<file path="src/rtl/lwf_pkg.sv">
package lwf_pkg;

  typedef enum logic [1:0] {
    PW_8    = 2'd0,
    PW_16   = 2'd1,
    PW_32   = 2'd2,
    PW_NONE = 2'd3
  } port_w_e;

  // Active-low two-line acknowledge to port width
  function automatic port_w_e decode_dack(input logic [1:0] dn);
    case (dn)
      2'b00:   return PW_32;
      2'b01:   return PW_16;
      2'b10:   return PW_8;
      default: return PW_NONE;
    endcase
  endfunction

  // Lanes covered by an operand of size code sz at offset off (0 = four)
  function automatic logic [3:0] op_mask(input logic [1:0] off, input logic [1:0] sz);
    logic [3:0] m;
    int n;
    n = (sz == 2'd0) ? 4 : int'(sz);
    for (int i = 0; i < 4; i++)
      m[i] = (i >= int'(off)) && (i < int'(off) + n);
    return m;
  endfunction

endpackage

</file>
<file path="src/rtl/lwf_lane_steer.sv">
module lwf_lane_steer
  import lwf_pkg::*;
#(
  parameter int LANE_W = 8,
  parameter int LANES  = 4,
  localparam int DW    = LANE_W * LANES,
  localparam int OW    = $clog2(LANES)
) (
  input  logic [DW-1:0]    bus_dat,
  input  logic [OW-1:0]    off,
  input  port_w_e          pw,
  output logic [DW-1:0]    lanes,
  output logic [LANES-1:0] hit
);

  for (genvar i = 0; i < LANES; i++) begin : g_lane
    localparam logic [OW-1:0] IDX = OW'(i);
    logic              l_hit;
    logic [LANE_W-1:0] l_dat;

    always_comb begin
      case (pw)
        PW_8: begin
          l_hit = (off == IDX);
          l_dat = bus_dat[DW-1 -: LANE_W];
        end
        PW_16: begin
          l_hit = (off[OW-1:1] == IDX[OW-1:1]);
          l_dat = bus_dat[DW-1-LANE_W*(i%2) -: LANE_W];
        end
        PW_32: begin
          l_hit = 1'b1;
          l_dat = bus_dat[DW-1-LANE_W*i -: LANE_W];
        end
        default: begin
          l_hit = 1'b0;
          l_dat = '0;
        end
      endcase
    end

    assign hit[i] = l_hit;
    assign lanes[DW-1-LANE_W*i -: LANE_W] = l_dat;
  end

endmodule

</file>
<file path="src/rtl/lwf_next_pick.sv">
module lwf_next_pick #(
  parameter int LANES = 4,
  localparam int OW   = $clog2(LANES)
) (
  input  logic [LANES-1:0] rem,
  input  logic [OW-1:0]    cur,
  output logic [OW-1:0]    nxt,
  output logic [OW-1:0]    siz
);

  logic [OW-1:0] idx;
  logic          found;
  logic [OW:0]   cnt;

  always_comb begin
    nxt   = cur;
    found = 1'b0;
    idx   = cur;
    for (int k = 1; k <= LANES; k++) begin
      idx = cur + OW'(k);
      if (!found && rem[idx]) begin
        nxt   = idx;
        found = 1'b1;
      end
    end
  end

  always_comb begin
    cnt = '0;
    for (int k = 0; k < LANES; k++)
      cnt = cnt + (OW+1)'(rem[k]);
    siz = cnt[OW-1:0];
  end

endmodule

</file>
<file path="src/rtl/lwf_line_filler.sv">
module lwf_line_filler
  import lwf_pkg::*;
#(
  parameter int ADDR_W = 32,
  parameter int LANE_W = 8,
  parameter int LANES  = 4,
  localparam int DW    = LANE_W * LANES,
  localparam int OW    = $clog2(LANES),
  localparam int IDX_W = ADDR_W - OW
) (
  input  logic              clk,
  input  logic              rst,
  input  logic              req_valid,
  output logic              req_ready,
  input  logic [ADDR_W-1:0] req_addr,
  input  logic [OW-1:0]     req_size,
  input  logic              req_cachable,
  output logic              rsp_valid,
  output logic              rsp_berr,
  output logic [DW-1:0]     rsp_data,
  output logic              bus_strobe,
  output logic [ADDR_W-1:0] bus_addr,
  output logic [OW-1:0]     bus_siz,
  input  logic [1:0]        bus_dack_n,
  input  logic [DW-1:0]     bus_data,
  input  logic              bus_cinh,
  input  logic              bus_berr,
  output logic              cw_wr,
  output logic [IDX_W-1:0]  cw_index,
  output logic [DW-1:0]     cw_data
);

  typedef enum logic [1:0] {S_IDLE, S_BUS, S_GAP} st_e;

  st_e               st;
  logic [IDX_W-1:0]  base_q;
  logic [OW-1:0]     off_q;
  logic [LANES-1:0]  got_q, opm_q;
  logic [DW-1:0]     data_q;
  logic              fill_q, first_q, opdone_q;
  port_w_e           width_q;

  logic              strobe_q, rsp_valid_q, rsp_berr_q, cw_wr_q;
  logic [ADDR_W-1:0] addr_q;
  logic [OW-1:0]     siz_q;
  logic [DW-1:0]     rsp_data_q, cw_data_q;
  logic [IDX_W-1:0]  cw_index_q;

  port_w_e           pw;
  logic [DW-1:0]     lanes;
  logic [LANES-1:0]  hit, got_n, need_n, rem_n;
  logic [DW-1:0]     data_n;
  logic              fill_n, op_full;
  logic [OW-1:0]     nxt, nsiz;

  assign pw = decode_dack(bus_dack_n);

  lwf_lane_steer #(.LANE_W(LANE_W), .LANES(LANES)) u_steer (
    .bus_dat (bus_data),
    .off     (off_q),
    .pw      (pw),
    .lanes   (lanes),
    .hit     (hit)
  );

  always_comb begin
    data_n = data_q;
    for (int i = 0; i < LANES; i++)
      if (hit[i]) data_n[DW-1-LANE_W*i -: LANE_W] = lanes[DW-1-LANE_W*i -: LANE_W];
  end

  assign got_n   = got_q | hit;
  assign fill_n  = fill_q && !bus_cinh && (first_q || pw == width_q);
  assign need_n  = fill_n ? '1 : opm_q;
  assign rem_n   = need_n & ~got_n;
  assign op_full = ((opm_q & ~got_n) == '0);

  lwf_next_pick #(.LANES(LANES)) u_pick (
    .rem (rem_n),
    .cur (off_q),
    .nxt (nxt),
    .siz (nsiz)
  );

  always_ff @(posedge clk) begin
    if (rst) begin
      st          <= S_IDLE;
      base_q      <= '0;
      off_q       <= '0;
      got_q       <= '0;
      opm_q       <= '0;
      data_q      <= '0;
      fill_q      <= 1'b0;
      first_q     <= 1'b0;
      opdone_q    <= 1'b0;
      width_q     <= PW_NONE;
      strobe_q    <= 1'b0;
      addr_q      <= '0;
      siz_q       <= '0;
      rsp_valid_q <= 1'b0;
      rsp_berr_q  <= 1'b0;
      rsp_data_q  <= '0;
      cw_wr_q     <= 1'b0;
      cw_data_q   <= '0;
      cw_index_q  <= '0;
    end else begin
      rsp_valid_q <= 1'b0;
      cw_wr_q     <= 1'b0;
      case (st)
        S_IDLE: begin
          if (req_valid) begin
            base_q   <= req_addr[ADDR_W-1:OW];
            off_q    <= req_addr[OW-1:0];
            opm_q    <= op_mask(req_addr[OW-1:0], req_size);
            got_q    <= '0;
            data_q   <= '0;
            fill_q   <= req_cachable;
            first_q  <= 1'b1;
            opdone_q <= 1'b0;
            strobe_q <= 1'b1;
            addr_q   <= req_addr;
            siz_q    <= req_size;
            st       <= S_BUS;
          end
        end
        S_BUS: begin
          if (bus_berr) begin
            strobe_q <= 1'b0;
            st       <= S_IDLE;
            if (!opdone_q) begin
              rsp_valid_q <= 1'b1;
              rsp_berr_q  <= 1'b1;
            end
          end else if (pw != PW_NONE) begin
            strobe_q <= 1'b0;
            got_q    <= got_n;
            data_q   <= data_n;
            fill_q   <= fill_n;
            first_q  <= 1'b0;
            if (first_q) width_q <= pw;
            if (op_full && !opdone_q) begin
              rsp_valid_q <= 1'b1;
              rsp_berr_q  <= 1'b0;
              rsp_data_q  <= data_n;
              opdone_q    <= 1'b1;
            end
            if (rem_n == '0) begin
              st <= S_IDLE;
              if (fill_n) begin
                cw_wr_q    <= 1'b1;
                cw_data_q  <= data_n;
                cw_index_q <= base_q;
              end
            end else begin
              st     <= S_GAP;
              off_q  <= nxt;
              addr_q <= {base_q, nxt};
              siz_q  <= nsiz;
            end
          end
        end
        S_GAP: begin
          strobe_q <= 1'b1;
          st       <= S_BUS;
        end
        default: st <= S_IDLE;
      endcase
    end
  end

  assign req_ready  = (st == S_IDLE);
  assign rsp_valid  = rsp_valid_q;
  assign rsp_berr   = rsp_berr_q;
  assign rsp_data   = rsp_data_q;
  assign bus_strobe = strobe_q;
  assign bus_addr   = addr_q;
  assign bus_siz    = siz_q;
  assign cw_wr      = cw_wr_q;
  assign cw_index   = cw_index_q;
  assign cw_data    = cw_data_q;

endmodule

</file>
<file path="config.mk">
export PLATFORM = sky130hd
export DESIGN_NAME = lwf_line_filler
export DESIGN_NICKNAME = d
export VERILOG_FILES = /design/src/rtl/lwf_pkg.sv /design/src/rtl/lwf_lane_steer.sv /design/src/rtl/lwf_next_pick.sv /design/src/rtl/lwf_line_filler.sv
export SDC_FILE = /design/constraint.sdc
export NUM_CORES = 1
export LEC_CHECK = 0
export BUFFER_PORTS_ARGS = -buffer_cell sky130_fd_sc_hd__buf_2
export CORE_MARGIN = 3
export CORE_UTILIZATION = 45
export DETAILED_ROUTE_END_ITERATION = 6
export GPL_TIMING_DRIVEN = 0
export MAX_ROUTING_LAYER = met4
export PLACE_DENSITY = 0.68
export SYNTH_ARGS = -nofsm -noshare
export SYNTH_HDL_FRONTEND = slang
export SYNTH_HIERARCHICAL = 1
export SYNTH_SLANG_ARGS = --single-unit
</file>
<file path="constraint.sdc">
create_clock -name clk -period 13.4 [get_ports clk]
set_input_delay 2.68 -clock clk [delete_from_list [all_inputs] [get_ports clk]]
set_output_delay 2.68 -clock clk [all_outputs]
set_load 0.01 [all_outputs]
</file>
==> metrics.cfg, run 1 <==
[synth]
ys_warn_count=6
yosys-top-cells-area=dfxtp_1 (44%), mux2i_1 (7.3%), nor2_1 (6.4%)
syn_area_um2=9490
synth_seq_area_share_pct=44.1
post-synth-top-count-cell=dfxtp_1
synth-async-reset-ratio_pct=0
synthCells=1017
synth_top_area_share_pct=44.1
ys_ff_latch=209
ys.flop_type=dfxtp_1
post_synth.cell_area_avg_um2=9.34
ys_top_cells_by_count=dfxtp_1 (209), nor2_1 (162), nand2_1 (111)
syn_nets=1103
netlist-cell-type-count=58
synth_largest_area_cell=dfxtp_1
synth-edff-count=0

[critical_path]
start_kind=input pin
crit_type=input pin to register
r2r_slack_ps=9830
worstPathArrival_ps=6890
critPathCaptureType=register
cp_max_fo=10
required_ps=13820
ff2ff_path_depth=13
worstReg2RegStart=off_q[0]$_SDFFE_PP0P_
worstReg2RegEnd=bus_siz[1]$_SDFFE_PP0P_

[detailed_routing]
vias=8342
wl_um=27500
dr.pass1.iters=5
wl_per_cell_um=18.0
ant_nets=0
avgViaCountPerCell=5.44
route.detailed.drc=0
drt_iter0_drc=548

[grt]
grt_max_degree=15
grt_pass1_wl_um=43100
busiest_layer=met2
grt_util_all_layers_pct=24.1
grt-ovfl-total=0
grt_pass1_vias=7996
use_met2_pct=35.9
grt_util_met3_pct=4.94
antenna_found_initial=1
met1_usage_pct=34.0

[sta]
fin_crit_ps=6470
worst_pin_slew_ps=872
setup_violations=0
slew_viol_final=0
fmax_ghz=0.155
fin_tns_setup_ps=0
grt_setup_unrepaired=false
slew_headroom_pct=41.9
clock_skew_ps=13.7
hold_viol=0
period_share_pct=48.3

[power_and_ir_drop]
leakagePower_nw=4.76
p_total_mw=1.54
power_density_nw_per_um2=133
vdd_drop_max_mv=0.0734

[clock_tree]
post_cts_buffers=0
cts-root-buf=clkbuf_16
cts.sinks=209
ctsLongestPathBuffers=3
cts_buffers=23
hold_buffers=0
htreeDepth=1
cts_resized=0
tritoncts=built
insertion_delay_ps=500
path_clk_slew_ps=60

[floorplanning]
die-area_um2=22900
core-area_um2=20500
rows=52
start_util_pct=46.3
pin_count=207
dieWidth_um=151
die_h_um=151

[worst_hold_path]
hold_class=register to register
whs_path_depth=2
hold-path-endpoint=cw_index[0]$_SDFFE_PP0P_
worstHoldStart=cw_index[0]$_SDFFE_PP0P_

[placed_design]
hpwl_um=20400
dp.cells=1492
gp_congestion=0.922
io_buffers=205
place_area_um2=10900

[finish]
area_growth_pct=22.1
fin_area_um2=11600
fin_nets=1333
finalNonFillerCells=1534
postLayoutCoreUtil_pct=56.6
layout-drive-gt1-share_pct=32.1

[run_status]
outcome=complete, no violations

[flow_run]
drv_cap=0

worst max-delay path: stages:
cell,delay (ps)
buf_2,110
ha_1,290
or2_2,380
ha_1,210
buf_4,160
a211oi_1,300
nor2_1,90
buf_4,160
clkbuf_1,290
clkbuf_1,340
nor3_1,500
inv_1,110
fa_1,490
inv_1,40
ha_1,210
xnor2_1,150
mux2i_1,100
a221oi_2,280
power breakdown:
part / internal [mW] / total, mW / switching, mW
clock: 0.358 / 0.614 / 0.256
combinational: 0.0972 / 0.259 / 0.162
sequential: 0.649 / 0.667 / 0.0180
logic make-up (layout without fill, tap and decap cells):
kind of cell	Yosys count	count (layout)	share of synthesized area, %
buffers and inverters	107	353	6.39
AOI/OAI and AO/OA	276	276	24.8
muxes	69	69	7.27
adders and majority gates	12	12	1.74
and+or+nand+nor	342	342	15.5
DFF	209	209	44.1
xor gates and xnor gates	2	2	0.185
other	0	1	0
cell usage in the layout, fill, tap and decap left out, drive strengths merged, types with 8 or more instances in the layout:
master and instances:
buf 253, a32oi 32, ha 10, a221oi 35, inv 10, mux2i 69
nand2 136, a21oi 85, clkbuf 81, a22oi 8, a222oi 8, dfxtp 209
a211oi 70, nor3 13, nor2 162, nor2b 9, o21ai 18
worst max path at each step:
stage	from	endpoint	cells after the start	slack, ps
4_1_cts	bus_dack_n[0]	bus_siz[1]$_SDFFE_PP0P_	18	7000
3_5_place_dp	bus_dack_n[0]	bus_siz[1]$_SDFFE_PP0P_	18	6480
3_3_place_gp	bus_dack_n[0]	bus_siz[1]$_SDFFE_PP0P_	18	6490
6_report	bus_dack_n[0]	bus_siz[1]$_SDFFE_PP0P_	18	6930
2_1_floorplan	bus_dack_n[0]	bus_siz[1]$_SDFFE_PP0P_	17	7160
5_1_grt	bus_dack_n[0]	bus_siz[1]$_SDFFE_PP0P_	18	6740
metrics by stage:
| step | setup slack [ps] | hold slack, ps |
|---|---|---|
| CTS | 7000 | 465 |
| detailed placement | 6480 | 456 |
| global placement | 6490 | 450 |
| global route | 6740 | 477 |
| finish | 6930 | 462 |
| floorplan | 7160 | 444 |
per-layer routing:
| layer | routed length, µm | part of all wire (%) |
|---|---|---|
| met2 | 12200 | 44 |
| met4 | 461 | 1.7 |
| met3 | 2000 | 7.3 |
| met1 | 12800 | 47 |
| met5 | 0 | 0 |
flip-flops by register name (all words and copies together) (netlist names):
| register | cells |
|---|---|
| base_q | 30 |
| bus_addr | 31 |
| bus_siz | 2 |
| bus_strobe | 1 |
| cw_data | 32 |
| cw_index | 30 |
| cw_wr | 1 |
| data_q | 32 |
| fill_q | 1 |
| first_q | 1 |
| got_q | 4 |
| off_q | 1 |
| opdone_q | 1 |
| opm_q | 4 |
| rsp_berr | 1 |
| rsp_data | 32 |
| rsp_valid | 1 |
| st | 2 |
| width_q | 2 |
area by class of cell:
cell class	count	area [µm²]
fill	1921	8900
multi-input combinational	701	4700
sequential	209	4180
timing repair buffer	205	1030
clock buffer	31	646
buffer	98	573
tap	270	338
clock inverter	10	83.8
inverter	9	33.8
antenna	1	2.50
Note: power is estimated with default switching activity, not from simulation.
==> inputs of run 2 (changes only) <==
--- a/config.mk
+++ b/config.mk
@@ -11,7 +11,7 @@
 export DETAILED_ROUTE_END_ITERATION = 6
 export GPL_TIMING_DRIVEN = 0
 export MAX_ROUTING_LAYER = met4
-export PLACE_DENSITY = 0.68
+export PLACE_DENSITY = 0.71
 export SYNTH_ARGS = -nofsm -noshare
 export SYNTH_HDL_FRONTEND = slang
 export SYNTH_HIERARCHICAL = 1
==> constraint.sdc (replaced) <==
create_clock -name clk -period 5.55 [get_ports clk]
set_input_delay 1.11 -clock clk [delete_from_list [all_inputs] [get_ports clk]]
set_output_delay 1.11 -clock clk [all_outputs]
set_load 0.01 [all_outputs]
==> run 2 against run 1 <==
  * Via count rose by 1.5%
  * Flip-flop and latch count did not move
  * First-iteration DRC count rose by 4.4%
  * Largest cell class unchanged
  * Clock power rose to 2.5 times the previous value
==> metrics.cfg, run 2 (synthesis gave the netlist of run 1 again) <==
[worst_hold_path]
hold_class=register to register
whs_path_depth=2
worstHoldStart=cw_index[29]$_SDFFE_PP0P_
hold-path-endpoint=cw_index[29]$_SDFFE_PP0P_

[sta]
slew_viol_final=0
clock_skew_ps=11.0
setup_violations=0
period_share_pct=87.9
fin_crit_ps=4880
hold_viol=0
worst_pin_slew_ps=901
fmax_ghz=0.205
slew_headroom_pct=39.3
fin_tns_setup_ps=0
grt_setup_unrepaired=false

[detailed_routing]
ant_nets=0
dr.pass1.iters=6
route.detailed.drc=0
avgViaCountPerCell=5.52
wl_per_cell_um=18.0
vias=8469
drt_iter0_drc=572
wl_um=27700

[power_and_ir_drop]
sequentialPowerShare_pct=42.5
leakagePower_nw=4.78
p_int_mw=2.74
p_comb_share_pct=16.5
p_total_mw=3.79
clkPwrFrac_pct=41.0
swShare_pct=27.8
switchingPower_mw=1.06
power_density_nw_per_um2=326
vdd_drop_max_mv=0.228

[critical_path]
start_kind=input pin
ff2ff_path_depth=13
crit_path_top_delay_cell=fa_1
r2r_slack_ps=1990
critPathCaptureType=register
required_ps=5970
cp_max_fo=10
worstPathArrival_ps=5290
cp_num_buf_inv=7
path_common_cell=ha_1
cp_top_family=buffers and inverters
worstReg2RegStart=off_q[0]$_SDFFE_PP0P_
slowest_delay_ps=500
crit_type=input pin to register
worstReg2RegEnd=bus_siz[1]$_SDFFE_PP0P_
crit_start=bus_dack_n[0]
crit_path_cell_trace=buf_2 -> ha_1 -> or2_2 -> ha_1 -> buf_4 -> a211oi_1 -> nor2_1 -> buf_4 -> clkbuf_1 -> clkbuf_1 -> nor3_1 -> inv_1 -> fa_1 -> inv_1 -> ha_1 -> xnor2_1 -> mux2i_1 -> a221oi_2

[placed_design]
io_buffers=205
dp.cells=1492
gp_congestion=0.949
hpwl_um=20500

[finish]
final_cell_mix=buf_2 (221), dfxtp_1 (209), nor2_1 (162), nand2_1 (111), mux2i_1 (69)
fin_nets=1333
layout-drive-gt1-share_pct=31.9
layout_commonest_cell=buf_2
finalNonFillerCells=1535
area_growth_pct=22.5

[grt]
grt_util_all_layers_pct=23.9
antenna_found_initial=2
grt-ovfl-total=0
grt_pass1_wl_um=42500
grt_max_degree=14
grt_pass1_vias=8003

[clock_tree]
cts.sinks=209
post_cts_buffers=0
cts_resized=0
tritoncts=built
hold_buffers=0
insertion_delay_ps=510
cts_buffers=23
path_clk_slew_ps=60
htreeDepth=1
cts-root-buf=clkbuf_16
ctsLongestPathBuffers=3

[floorplanning]
dieWidth_um=151
rows=52
start_util_pct=46.3
die-area_um2=22900
pin_count=207
core-area_um2=20500
die_h_um=151

[run_status]
outcome=complete, no violations

[flow_run]
drv_cap=0

-- run 2: cell types whose count changed in the layout (fill, tap and decap cells not counted) --
cell	change
clkinv_2	-3
diode_2	+1
bufinv_16	+1
clkinv_4	+1
clkinvlp_4	-2
clkbuf_8	+2
inv_6	-1
clkbuf_1	+2
-- run 2: through the flow --
| step | hold slack (ps) | utilization, % | worst slack [ps] | area (µm²) |
|---|---|---|---|---|
| finish | 453 | 56.7 | 674 | 11600 |
| global route | 478 | 56.7 | 367 | 11600 |
| CTS | 454 | 56.7 | 711 | 11600 |
| detailed placement | 446 | 53.0 | 216 | 10900 |
| global placement | 444 | 53.0 | 256 | 10900 |
| floorplan | 444 | - | 878 | 9490 |
-- run 2: layer usage --
layer	routed length (µm)	part of all wire [%]	global-route usage [%]	vias up
met1	12700	46	33.2	4042
met3	1890	6.8	3.95	51
li1	-	-	-	4098
met5	0	0	-	-
met2	12500	45	36.3	278
met4	584	2.1	6.53	0
-- run 2: final cells by class --
type | instances | area, µm²
clock buffer | 35 | 681
sequential | 209 | 4180
multi-input combinational | 701 | 4700
clock inverter | 6 | 83.8
fill | 1897 | 8870
timing repair buffer | 205 | 1030
tap | 270 | 338
buffer | 98 | 573
inverter | 9 | 33.8
antenna | 2 | 5.00
-- run 2: worst register-to-register path, stage by stage, from the launching register on --
cell and delay [ps]:
dfxtp_1 410, a211oi_1 340, nor2_1 90, buf_4 150, clkbuf_1 300, clkbuf_1 340
nor3_1 490, inv_1 110, fa_1 500, inv_1 40, ha_1 200, xnor2_1 130
mux2i_1 100, a221oi_2 280
-- run 2: how the worst max path moves through the flow --
stage	slack [ps]	cells after the start	end
after floorplan	880	17	bus_siz[1]$_SDFFE_PP0P_
after global placement	260	18	bus_siz[1]$_SDFFE_PP0P_
after detailed placement	220	18	bus_siz[1]$_SDFFE_PP0P_
after CTS	710	18	bus_siz[1]$_SDFFE_PP0P_
after global routing	370	18	bus_siz[1]$_SDFFE_PP0P_
final	670	18	bus_siz[1]$_SDFFE_PP0P_
-- run 2: power groups by stage --
stage	Clock (mW)	Sequential, mW	Combinational, mW
final	1.55	1.61	0.628
after global routing	1.63	1.62	0.683
after CTS	1.57	1.61	0.623
after detailed placement	0	1.64	0.620
after global placement	0	1.64	0.610
after floorplan	0	1.66	0.399
